$ cat src/rtl/xas_pkg.sv
package xas_pkg;

    typedef enum logic [1:0] {
        ST_IDLE = 2'd0,
        ST_RUN  = 2'd1,
        ST_DONE = 2'd2
    } xas_state_e;

endpackage

$ cat src/rtl/xas_step.sv
module xas_step #(
    parameter int W = 5
) (
    input  logic [W-1:0] x_i,
    input  logic [W-1:0] y_i,
    output logic [W-1:0] sum_o,
    output logic [W-1:0] carry_o,
    output logic         spill_o
);

    // one merge step: per-bit XOR for the partial sum, AND moved up one place
    for (genvar i = 0; i < W; i++) begin : g_bit
        assign sum_o[i] = x_i[i] ^ y_i[i];
        if (i == 0) begin : g_lsb
            assign carry_o[i] = 1'b0;
        end else begin : g_upper
            assign carry_o[i] = x_i[i-1] & y_i[i-1];
        end
    end

    // a carry generated in the top bit would leave the word
    assign spill_o = x_i[W-1] & y_i[W-1];

endmodule

$ cat src/rtl/xas_ctrl.sv
module xas_ctrl
    import xas_pkg::*;
#(
    parameter int N  = 4,
    parameter int CW = 3
) (
    input  logic          clk,
    input  logic          rst,
    input  logic          start_i,
    input  logic          carry_zero_i,
    output logic          load_o,
    output logic          step_o,
    output logic          finish_o,
    output logic          busy_o,
    output logic          done_o,
    output logic [CW-1:0] steps_o
);

    localparam logic [CW-1:0] STEP_LIMIT = CW'(N);

    xas_state_e    state_q, state_d;
    logic [CW-1:0] steps_q;
    logic          at_limit;

    assign at_limit = (steps_q == STEP_LIMIT);

    // state register
    always_ff @(posedge clk) begin
        if (rst) begin
            state_q <= ST_IDLE;
        end else begin
            state_q <= state_d;
        end
    end

    // transitions T_LAUNCH, T_RETIRE, T_RELAUNCH, T_REST
    always_comb begin
        state_d = state_q;
        unique case (state_q)
            ST_IDLE: if (start_i) state_d = ST_RUN;
            ST_RUN:  if (carry_zero_i || at_limit) state_d = ST_DONE;
            ST_DONE: state_d = start_i ? ST_RUN : ST_IDLE;
            default: state_d = ST_IDLE;
        endcase
    end

    // outputs decoded from the state
    always_comb begin
        load_o   = 1'b0;
        step_o   = 1'b0;
        finish_o = 1'b0;
        busy_o   = 1'b0;
        done_o   = 1'b0;
        unique case (state_q)
            ST_IDLE: load_o = start_i;
            ST_RUN: begin
                busy_o   = 1'b1;
                finish_o = carry_zero_i || at_limit;
                step_o   = !(carry_zero_i || at_limit);
            end
            ST_DONE: begin
                done_o = 1'b1;
                load_o = start_i;
            end
            default: ;
        endcase
    end

    // step counter
    always_ff @(posedge clk) begin
        if (rst || load_o) begin
            steps_q <= '0;
        end else if (step_o) begin
            steps_q <= steps_q + 1'b1;
        end
    end

    assign steps_o = steps_q;

    assert_step_bound_R5: assert property (@(posedge clk) disable iff (rst)
        steps_q <= STEP_LIMIT);

    assert_done_single_R4: assert property (@(posedge clk) disable iff (rst)
        done_o |=> !done_o);

    assert_done_not_busy_R4: assert property (@(posedge clk) disable iff (rst)
        !(done_o && busy_o));

    assert_launch_busy_R2: assert property (@(posedge clk) disable iff (rst)
        (start_i && !busy_o) |=> busy_o);

    assert_count_frozen_R8: assert property (@(posedge clk) disable iff (rst)
        (!busy_o && !load_o && !$past(load_o)) |-> $stable(steps_q));

endmodule

$ cat src/rtl/xas_datapath.sv
module xas_datapath #(
    parameter int N = 4
) (
    input  logic         clk,
    input  logic         rst,
    input  logic         load_i,
    input  logic         step_i,
    input  logic         finish_i,
    input  logic         done_i,
    input  logic [N-1:0] a_i,
    input  logic [N-1:0] b_i,
    output logic         carry_zero_o,
    output logic [N:0]   result_o
);

    localparam int RW = N + 1;

    logic [RW-1:0] sum_q, carry_q, result_q;
    logic [RW-1:0] op_x, op_y, nxt_sum, nxt_carry;
    logic          spill;

    // on load the first merge uses the addends, afterwards the held words
    assign op_x = load_i ? {1'b0, a_i} : sum_q;
    assign op_y = load_i ? {1'b0, b_i} : carry_q;

    xas_step #(.W(RW)) u_step (
        .x_i     (op_x),
        .y_i     (op_y),
        .sum_o   (nxt_sum),
        .carry_o (nxt_carry),
        .spill_o (spill)
    );

    always_ff @(posedge clk) begin
        if (rst) begin
            sum_q   <= '0;
            carry_q <= '0;
        end else if (load_i || step_i) begin
            sum_q   <= nxt_sum;
            carry_q <= nxt_carry;
        end
    end

    always_ff @(posedge clk) begin
        if (rst) begin
            result_q <= '0;
        end else if (finish_i) begin
            result_q <= sum_q;
        end
    end

    assign carry_zero_o = (carry_q == '0);
    assign result_o     = result_q;

    assert_sum_preserved_R3: assert property (@(posedge clk) disable iff (rst)
        $past(step_i) |-> ({1'b0, sum_q} + {1'b0, carry_q}) ==
                          $past({1'b0, sum_q} + {1'b0, carry_q}));

    assert_no_spill_R3: assert property (@(posedge clk) disable iff (rst)
        (load_i || step_i) |-> !spill);

    assert_done_carry_clear_R4: assert property (@(posedge clk) disable iff (rst)
        done_i |-> carry_zero_o);

    assert_result_hold_R8: assert property (@(posedge clk) disable iff (rst)
        !done_i |-> $stable(result_q));

endmodule

$ cat src/rtl/xas_adder.sv
module xas_adder #(
    parameter int WIDTH = 4,
    localparam int CW   = $clog2(WIDTH + 1)
) (
    input  logic             clk,
    input  logic             rst,
    input  logic             start,
    input  logic [WIDTH-1:0] addend_a,
    input  logic [WIDTH-1:0] addend_b,
    output logic [WIDTH:0]   result,
    output logic             busy,
    output logic             done,
    output logic [CW-1:0]    steps
);

    logic load, step, finish, carry_zero;

    xas_ctrl #(.N(WIDTH), .CW(CW)) u_ctrl (
        .clk          (clk),
        .rst          (rst),
        .start_i      (start),
        .carry_zero_i (carry_zero),
        .load_o       (load),
        .step_o       (step),
        .finish_o     (finish),
        .busy_o       (busy),
        .done_o       (done),
        .steps_o      (steps)
    );

    xas_datapath #(.N(WIDTH)) u_datapath (
        .clk          (clk),
        .rst          (rst),
        .load_i       (load),
        .step_i       (step),
        .finish_i     (finish),
        .done_i       (done),
        .a_i          (addend_a),
        .b_i          (addend_b),
        .carry_zero_o (carry_zero),
        .result_o     (result)
    );

endmodule

$ cat config.mk
export PLATFORM = sky130hd
export DESIGN_NAME = xas_adder
export DESIGN_NICKNAME = d
export VERILOG_FILES = /design/src/rtl/xas_pkg.sv /design/src/rtl/xas_step.sv /design/src/rtl/xas_ctrl.sv /design/src/rtl/xas_datapath.sv /design/src/rtl/xas_adder.sv
export SDC_FILE = /design/constraint.sdc
export NUM_CORES = 1
export LEC_CHECK = 0
export ABC_AREA = 1
export BUFFER_PORTS_ARGS = -buffer_cell sky130_fd_sc_hd__buf_2
export CORE_ASPECT_RATIO = 0.6
export CORE_MARGIN = 2
export CORE_UTILIZATION = 45
export CTS_BUF_LIST = sky130_fd_sc_hd__clkbuf_16
export CTS_CLUSTER_DIAMETER = 100
export DETAILED_ROUTE_END_ITERATION = 8
export PLACE_DENSITY = 0.67
export REMOVE_ABC_BUFFERS = 1
export SKIP_LAST_GASP = 1
export SYNTH_ARGS = -nofsm -noshare
export SYNTH_HDL_FRONTEND = slang
export SYNTH_HIERARCHICAL = 1
export SYNTH_SLANG_ARGS = --single-unit
$ cat constraint.sdc
create_clock -name clk -period 1.9 [get_ports clk]
set_input_delay 0.475 -clock clk [delete_from_list [all_inputs] [get_ports clk]]
set_output_delay 0.475 -clock clk [all_outputs]
set_load 0.02 [all_outputs]
==> results of run 1 <==
[Yosys cell counts (2+ instances only)]
| library cell | n |
|---|---|
| nand2_1 | 35 |
| nor2_1 | 26 |
| inv_1 | 22 |
| dfxtp_1 | 20 |
| o21ai_0 | 14 |
| ha_1 | 7 |
| a21oi_1 | 5 |
| buf_4 | 3 |
| a21oi_2 | 2 |
| buf_6 | 2 |
| inv_2 | 2 |
| nand2_2 | 2 |
| nand2_4 | 2 |
| nor2_2 | 2 |
| nor2_4 | 2 |
[stage by stage]
stage	area, um^2	total power [W]	util	hold slack, ns	setup WS [ns]
3_3_place_gp	1180	0.000813	0.531	0.471	0.293
6_report	1260	0.00125	0.566	0.466	0.393
3_5_place_dp	1180	0.000824	0.531	0.472	0.240
4_1_cts	1260	0.00126	0.566	0.462	0.393
5_1_grt	1260	0.00133	0.566	0.466	0.246
2_1_floorplan	1040	0.000743	-	0.449	0.440
[where the power goes]
part	switching (W)	internal, W	total (W)
clock network	0.000151	0.000280	0.000431
logic	0.000216	0.000111	0.000327
registers	0.0000188	0.000470	0.000489
total	0.000386	0.000861	0.00125
[worst max-delay path, cell delays in order, from the launching register on]
cell and delay, ns:
dfxtp_1 0.34, inv_1 0.08, nand2_2 0.06, inv_2 0.27
o21ai_0 0.17, ha_1 0.31, nor2_1 0.12, nor2_1 0.06
[layout make-up]
class	count	area, um^2
well taps	30	37.5
flip-flops and latches	20	400
clock buffers	3	75.1
multi-input cells	103	547
clock inverters	1	3.75
fillers	211	967
inverters	24	90.1
repair buffers	21	108
[worst min path at each step]
stage | start | endpoint | slack [ns] | cells after the start
after CTS | rst | u_ctrl/state_q[0]$_SDFFE_PP0P_ | 0.46 | 2
final | rst | u_ctrl/state_q[0]$_SDFFE_PP0P_ | 0.47 | 2
after global routing | rst | u_ctrl/state_q[0]$_SDFFE_PP0P_ | 0.47 | 2
after detailed placement | u_datapath/sum_q[2]$_SDFFE_PP0P_ | u_datapath/result_o[2]$_SDFFE_PP0P_ | 0.47 | 2
after global placement | u_datapath/sum_q[2]$_SDFFE_PP0P_ | u_datapath/result_o[2]$_SDFFE_PP0P_ | 0.47 | 2
after floorplan | u_datapath/sum_q[0]$_SDFFE_PP0P_ | u_datapath/result_o[0]$_SDFFE_PP0P_ | 0.45 | 2
[per-layer routing]
metal | share of wire | up-vias
li1 | - | 500
met1 | 0.53 | 394
met2 | 0.41 | 13
met3 | 0.053 | 2
met4 | 0.0068 | 0
met5 | 0 | -
[sequential cells by signal, indices dropped and copies added, names as in the netlist]
| name | flops |
|---|---|
| u_datapath/carry_q | 5 |
| u_datapath/result_o | 5 |
| u_datapath/sum_q | 5 |
| u_ctrl/steps_o | 3 |
| u_ctrl/state_q | 2 |
[cell families after synthesis]
group / count (synthesis) / share of synthesized area
AO/OA/AOI/OAI: 23 / 0.116
flip-flops: 20 / 0.368
adder cells (fa/ha/maj): 7 / 0.0805
AND/OR/NAND/NOR: 72 / 0.303
other: 1 / 0.00345
buffers and inverters: 30 / 0.129
==> out/qor.yml, run 1 <==
vias: 909
clock_insertion_delay_worst_skew_ns: 0.25
endpoint_kind: "flip-flop"
met3_routing_resource_usage_after_global_routing: 0.0753
initial_core_util: 0.488
ctsHtreeMaxLevel: 1
ant_nets: 0
synth_cells: 153
timing.critical_path.from: "u_ctrl/state_q[0]$_SDFFE_PP0P_"
yosysWarningCount: 6
syn-cell-area_um2: 1090
timing.final.hold_violations: 0
die_y_um: 42.1
mostFrequentLayoutCell: "nand2_1"
reg_to_reg_setup_timing_slack_ns: 0.39
grt_remaining_overflow: 0
cts_resized: 0
leading_cell_types_by_total_area_after_synthesis: "dfxtp_1 37%, nand2_1 12%, nor2_1 9.0%"
count_of_unique_library_cells_instantiated_by_yosys: 22
place.gp.congestion: 0.746
share_of_cells_above_drive_strength_1: 0.221
met1_usage: 0.226
min_path_type: "input port to flip-flop"
cts_tree: "done"
clk_pin_slew_worst_paths_ns: 0.06
cell_taking_the_most_area_after_synthesis: "dfxtp_1"
setup_tns_ns: 0
placed_cells: 198
fraction_of_post_synthesis_cell_area_in_the_top_cell_type_by_area: 0.368
period_share: 0.793
finalWorstPathRequiredPeriod_ns: 1.51
groute.usage.overall: 0.172
detail_route.wl_per_cell_um: 10.2
share_of_the_yosys_chip_area_belonging_to_registers: 0.368
cts_post_setup_buffers_inserted: 0
total_leakage_power_nw: 0.653
first_iter_violations: 48
seq_cells_post_synth: 20
hpwl_um: 1490
synth_edf_count: 0
crit_fanout: 21
worstSetupEndpoint: "u_datapath/sum_q[0]$_SDFFE_PP0P_"
fin_skew_ns: 0.00404
fp-row-count: 13
worstSetupPathType: "flip-flop to flip-flop"
critical_path_rt_ns: 2.04
final_cells: 202
ys_dominant_reg_cell: "dfxtp_1"
layout.nets: 191
maxClockFrequency_mhz: 664
detail_route.drc_violations: 0
io-pin-count: 21
max_cap_viol_count: 0
numCtsBuffers: 3
design.core.area_um2: 2230
antenna_cells: 0
layout.cells.most_common_list: "35 x nand2_1, 26 x nor2_1, 22 x inv_1, 20 x buf_2, 20 x dfxtp_1"
port_buffers: 20
grtUsageMet2: 0.253
critical_path.startpoint_type: "flip-flop"
run_status: "complete, no violations"
slew_violations: 0
global_route.peak_usage_layer: "met2"
grt_first_pass_wirelength_um: 3600
synth-async-reset-ratio: 0
clock-root-buffer: "clkbuf_16"
vias_per_cell: 4.50
regToRegEndpoint: "u_datapath/sum_q[0]$_SDFFE_PP0P_"
dr.pass1.iters: 4
bufs_on_longest_clock_path: 2
grt_max_degree: 22
flow.area_growth_from_synthesis_pct: 16.0
die_area_um2: 2840
crit-reg2reg-launch: "u_ctrl/state_q[0]$_SDFFE_PP0P_"
ir_drop_v: 0.000591
ff2ff_path_depth: 7
finalSetupViolations: 0
number_of_buffers_added_to_fix_hold_violations_after_cts: 0
die_width_um: 67.5
critical_path_arrival_ns: 1.65
rsz0062_at_grt: "no"
power_density_nw_per_um2: 989
postSynthAreaPerCell_um2: 7.11
grt_pass1_vias: 816
tritoncts_num_sinks: 20
wirelength_um: 2070
grt_antenna_before_repair: 0
(Power assumes the default switching activity.)
==> run 2: changes to the inputs <==
Settings changed: PLACE_DENSITY 0.67 to 0.7.
Clock period 1.9 ns to 1.2 ns, I/O delays scaled along.
==> out/qor.yml, run 2 (same netlist as run 1, synthesis figures left out) <==
grt_max_degree: 17
die_area_um2: 2840
mostFrequentLayoutCell: "nand2_1"
hpwl_um: 1620
placement.setup.worst_slack_ns: -0.252
clock_insertion_delay_worst_skew_ns: 0.25
ant_nets: 0
multiInputGateArea_um2: 619
groute.usage.overall: 0.238
vias_per_cell: 4.91
die_y_um: 42.1
run_status: "complete, but fails checks"
flow.area_growth_from_synthesis_pct: 47.0
grt_pass1_vias: 1070
critical_path_arrival_ns: 1.59
bufs_on_longest_clock_path: 2
total_leakage_power_nw: 0.803
met1_usage: 0.292
number_of_buffers_added_to_fix_hold_violations_after_cts: 0
power_density_nw_per_um2: 1590
worstSetupPathType: "flip-flop to flip-flop"
grt_first_pass_wirelength_um: 5000
first_iter_violations: 62
detail_route.drc_violations: 0
global_route.peak_usage_layer: "met2"
grt_remaining_overflow: 0
clock-root-buffer: "clkbuf_16"
design.core.area_um2: 2230
ctsHtreeMaxLevel: 1
crit_fanout: 5
overall_power_w: 0.00253
finalSetupViolations: 20
wirelength_um: 3040
initial_core_util: 0.488
grt_antenna_before_repair: 0
die_width_um: 67.5
critical_path.startpoint_type: "flip-flop"
port_buffers: 20
ir_drop_v: 0.000993
share_of_cells_above_drive_strength_1: 0.421
cts_tree: "done"
dr.pass1.iters: 4
place.gp.congestion: 0.794
final_critical_path_setup_slack_ns: -0.249
fp-row-count: 13
failed_checks: "setup timing"
timing.final.hold_violations: 0
numCtsBuffers: 3
ff_latch_area_um2: 405
period_share: 1.21
vias: 1104
antenna_cells: 0
met3_routing_resource_usage_after_global_routing: 0.0672
detail_route.wl_per_cell_um: 13.5
slew_violations: 0
min_path_type: "input port to flip-flop"
layout.cells.most_common_list: "34 x nand2_1, 23 x nor2_1, 18 x buf_2, 18 x buf_4, 16 x dfxtp_1"
tritoncts_num_sinks: 20
n_fill_cell: 149
io-pin-count: 21
max_cap_viol_count: 0
clk_pin_slew_worst_paths_ns: 0.06
endpoint_kind: "flip-flop"
maxClockFrequency_mhz: 690
grtUsageMet2: 0.400
finalWorstPathRequiredPeriod_ns: 1.45
fin_skew_ns: 0.00141
critical_path_rt_ns: 1.34
rsz0062_at_grt: "yes"
layout.nets: 214
run 2: cell count changes in the layout (fill, tap and decap cells not counted), sizes merged:
cell    delta
buf       +22
bufinv     +1
inv        +1
clkinv     -1
run 2: worst paths after layout:
check | from | end | slack, ns | cells past startpoint
max | u_datapath/carry_q[1]$_SDFFE_PP0P_ | u_datapath/result_o[2]$_SDFFE_PP0P_ | -0.25 | 9
min | rst | u_ctrl/state_q[0]$_SDFFE_PP0P_ | 0.30 | 2
max reg2reg | u_datapath/carry_q[1]$_SDFFE_PP0P_ | u_datapath/result_o[2]$_SDFFE_PP0P_ | -0.25 | 9
min reg2reg | u_datapath/sum_q[3]$_SDFFE_PP0P_ | u_datapath/result_o[3]$_SDFFE_PP0P_ | 0.47 | 2
run 2: power breakdown:
group | leakage (nW) | internal [W] | switching [W]
logic | 0.586 | 0.000358 | 0.000477
registers | 0.166 | 0.000747 | 0.0000339
clock network | 0.0511 | 0.000662 | 0.000256
run 2: final cells by class:
cell class / count / share of cell area
clock buffer: 3 / 0.0470
timing repair inverter: 1 / 0.00548
inverter: 24 / 0.0626
timing repair buffer: 43 / 0.201
multi-input combinational: 103 / 0.388
sequential: 20 / 0.254
tap: 30 / 0.0235
clock inverter: 1 / 0.0188
run 2: layer usage:
| layer | vias to the layer above | part of all wire |
|---|---|---|
| li1 | 552 | - |
| met1 | 514 | 0.44 |
| met2 | 30 | 0.50 |
| met3 | 8 | 0.047 |
| met4 | 0 | 0.018 |
| met5 | - | 0 |
run 2: repair_timing:
| item | in CTS | in global routing |
|---|---|---|
| cloned | 2 | 0 |
| resized for setup | 40 | 9 |
| setup endpoints to repair | 21 | 23 |
| buffers inserted | 4 | 1 |
| pin swaps | 9 | 3 |
run 2: critical path: stages (launching register included):
cell	delay, ns
dfxtp_1	0.32
inv_1	0.11
nand3_2	0.09
nor2_1	0.13
inv_1	0.09
nand2_4	0.13
inv_4	0.06
nor2_4	0.12
buf_2	0.21
a21oi_1	0.09
run 2: through the flow:
step	instances	utilization	hold WS (ns)	TNS, ns	area [um^2]
detailed placement	214	0.596	0.468	-2.69	1330
global route	225	0.717	0.304	-5.76	1600
global placement	214	0.596	0.463	-2.16	1330
finish	225	0.717	0.304	-4.17	1600
floorplan	147	-	0.362	-3.54	1040
CTS	224	0.705	0.283	-1.21	1570
==> run 3: changes to the inputs <==
Settings changed: BUFFER_PORTS_ARGS -buffer_cell sky130_fd_sc_hd__buf_2 to default, DONT_BUFFER_PORTS from default to 1, PLACE_DENSITY 0.7 to default.
==> out/qor.yml, run 3 (same netlist as run 1, synthesis figures left out) <==
place.gp.congestion: 0.727
netSwitchingPower_w: 0.000712
number_of_buffers_added_to_fix_hold_violations_after_cts: 0
final_critical_path_setup_slack_ns: -0.169
worstSetupPathType: "flip-flop to flip-flop"
design.core.area_um2: 2230
ir_drop_v: 0.00113
placement.setup.worst_slack_ns: -0.300
min_delay_worst_endpoint: "u_ctrl/state_q[0]$_SDFFE_PP0P_"
die_area_um2: 2840
layout.cells.most_common_list: "33 x nand2_1, 23 x nor2_1, 15 x buf_4, 14 x dfxtp_1, 13 x inv_1"
cpLargestDelayFamily: "simple AND/OR/NAND/NOR gates"
first_iter_violations: 51
min_path_type: "input port to flip-flop"
grt_first_pass_wirelength_um: 4320
ant_nets: 0
timing.hold.ws_ns: 0.0974
endpoint_kind: "flip-flop"
failed_checks: "setup timing"
critical_path.startpoint_type: "flip-flop"
power_density_nw_per_um2: 1650
die_y_um: 42.1
maxClockFrequency_mhz: 731
power.share.sequential: 0.329
vias_per_cell: 4.73
wirelength_um: 2450
cts_tree: "done"
io-pin-count: 21
grt_pass1_vias: 991
ff2ff_path_depth: 11
combinationalPowerShare: 0.301
delay_of_the_slowest_critical_path_stage_ns: 0.33
regToRegEndpoint: "u_datapath/carry_q[1]$_SDFFE_PP0P_"
clock_insertion_delay_worst_skew_ns: 0.25
hpwl_um: 1700
grt_antenna_before_repair: 0
initial_core_util: 0.488
slew_violations: 0
multiInputGateArea_um2: 608
tritoncts_num_sinks: 20
period_share: 1.14
grt_max_degree: 22
groute.usage.overall: 0.201
die_width_um: 67.5
clk_pin_slew_worst_paths_ns: 0.05
power_switching_share: 0.290
flow.area_growth_from_synthesis_pct: 36.5
detail_route.drc_violations: 0
run_status: "complete, but fails checks"
min-delay-start: "rst"
internal-power_w: 0.00174
n_fill_cell: 180
ctsHtreeMaxLevel: 1
total_leakage_power_nw: 0.709
fin_skew_ns: 0.00172
finalWorstPathRequiredPeriod_ns: 1.37
share_of_cells_above_drive_strength_1: 0.371
critical_path.n_buffers_inverters: 3
rsz0062_at_grt: "yes"
dr.pass1.iters: 5
grt_remaining_overflow: 0
critical_path_arrival_ns: 1.55
max_cap_viol_count: 0
critical_path_rt_ns: 1.38
crit_fanout: 19
fp-row-count: 13
reg_to_reg_setup_timing_slack_ns: -0.17
port_buffers: 0
crit-reg2reg-launch: "u_ctrl/steps_o[1]$_SDFFE_PP0P_"
mostFrequentLayoutCell: "nand2_1"
timing.final.hold_violations: 0
detail_route.wl_per_cell_um: 11.9
bufs_on_longest_clock_path: 2
setup_tns_ns: -1.87
min_delay_path_depth: 1
cpMaxStageDelayCell: "dfxtp_2"
antenna_cells: 0
overall_power_w: 0.00245
ff_latch_area_um2: 408
numCtsBuffers: 3
vias: 970
fraction_of_power_consumed_by_the_clock_network: 0.370
finalSetupViolations: 21
layout.nets: 194
clock-root-buffer: "clkbuf_16"
final_cells: 205
placed_cells: 196
crit_chain: "inv_2, ha_4, nand2_4, nand2_4, buf_6, nor2_8, nor2_4, buf_12, nand2_1, nand2_1, nor2_2"
-- run 3: cell types whose count changed in the layout (fill, tap and decap cells not counted), sizes merged --
| cell | previous run | this run |
|---|---|---|
| buf | 43 | 23 |
| inv | 25 | 24 |
| nor2 | 31 | 32 |
-- run 3: cell type report --
type                       count  share of cell area
multi-input combinational    104               0.410
sequential                    20               0.275
timing repair buffer          23               0.148
inverter                      24              0.0708
clock buffer                   3              0.0506
tap                           30              0.0253
clock inverter                 1              0.0202
-- run 3: timing repair --
action | 4_1_cts | 5_1_grt
resized for setup | 27 | 16
endpoints found under the setup margin | 21 | 22
pin swaps | 13 | 5
cloned | 1 | 0
buffers inserted | 5 | 1
-- run 3: how the worst max path moves through the flow --
stage	start	endpoint	slack, ns	cells after the start
2_1_floorplan	u_ctrl/steps_o[0]$_SDFFE_PP0P_	u_datapath/result_o[0]$_SDFFE_PP0P_	-0.26	8
3_3_place_gp	u_ctrl/state_q[0]$_SDFFE_PP0P_	u_datapath/sum_q[1]$_SDFFE_PP0P_	-0.29	7
3_5_place_dp	u_ctrl/state_q[0]$_SDFFE_PP0P_	u_datapath/sum_q[1]$_SDFFE_PP0P_	-0.30	7
4_1_cts	u_ctrl/state_q[0]$_SDFFE_PP0P_	u_datapath/sum_q[1]$_SDFFE_PP0P_	-0.21	7
5_1_grt	u_ctrl/steps_o[1]$_SDFFE_PP0P_	u_datapath/sum_q[4]$_SDFFE_PP0P_	-0.25	11
6_report	u_ctrl/steps_o[1]$_SDFFE_PP0P_	u_datapath/carry_q[1]$_SDFFE_PP0P_	-0.17	11
-- run 3: per-layer routing --
layer  vias to the layer above  part of all wire  track usage
met3                         4             0.075       0.0699
met1                       435              0.44        0.256
li1                        510                 -            -
met5                         -                 0            0
met4                         0             0.013       0.0490
met2                        21              0.47        0.324
-- run 3: power groups by stage --
stage | combinational [W] | sequential [W] | clock [W]
2_1_floorplan | 0.000361 | 0.000814 | 0
3_3_place_gp | 0.000580 | 0.000809 | 0
3_5_place_dp | 0.000598 | 0.000812 | 0
4_1_cts | 0.000698 | 0.000805 | 0.000925
5_1_grt | 0.000826 | 0.000814 | 0.000960
6_report | 0.000738 | 0.000806 | 0.000907
-- run 3: worst reg2reg max path, cell delays in order, from the launching register on --
cell     delay (ns)
dfxtp_2        0.33
inv_2          0.05
ha_4           0.16
nand2_4        0.06
nand2_4        0.05
buf_6          0.12
nor2_8         0.11
nor2_4         0.05
buf_12         0.14
nand2_1        0.06
nand2_1        0.05
nor2_2         0.13
-- run 3: per-stage QoR --
| stage | area [um^2] | utilization |
|---|---|---|
| 6_report | 1480 | 0.666 |
| 5_1_grt | 1480 | 0.666 |
| 4_1_cts | 1450 | 0.652 |
| 3_5_place_dp | 1240 | 0.558 |
| 3_3_place_gp | 1240 | 0.558 |
| 2_1_floorplan | 1040 | - |
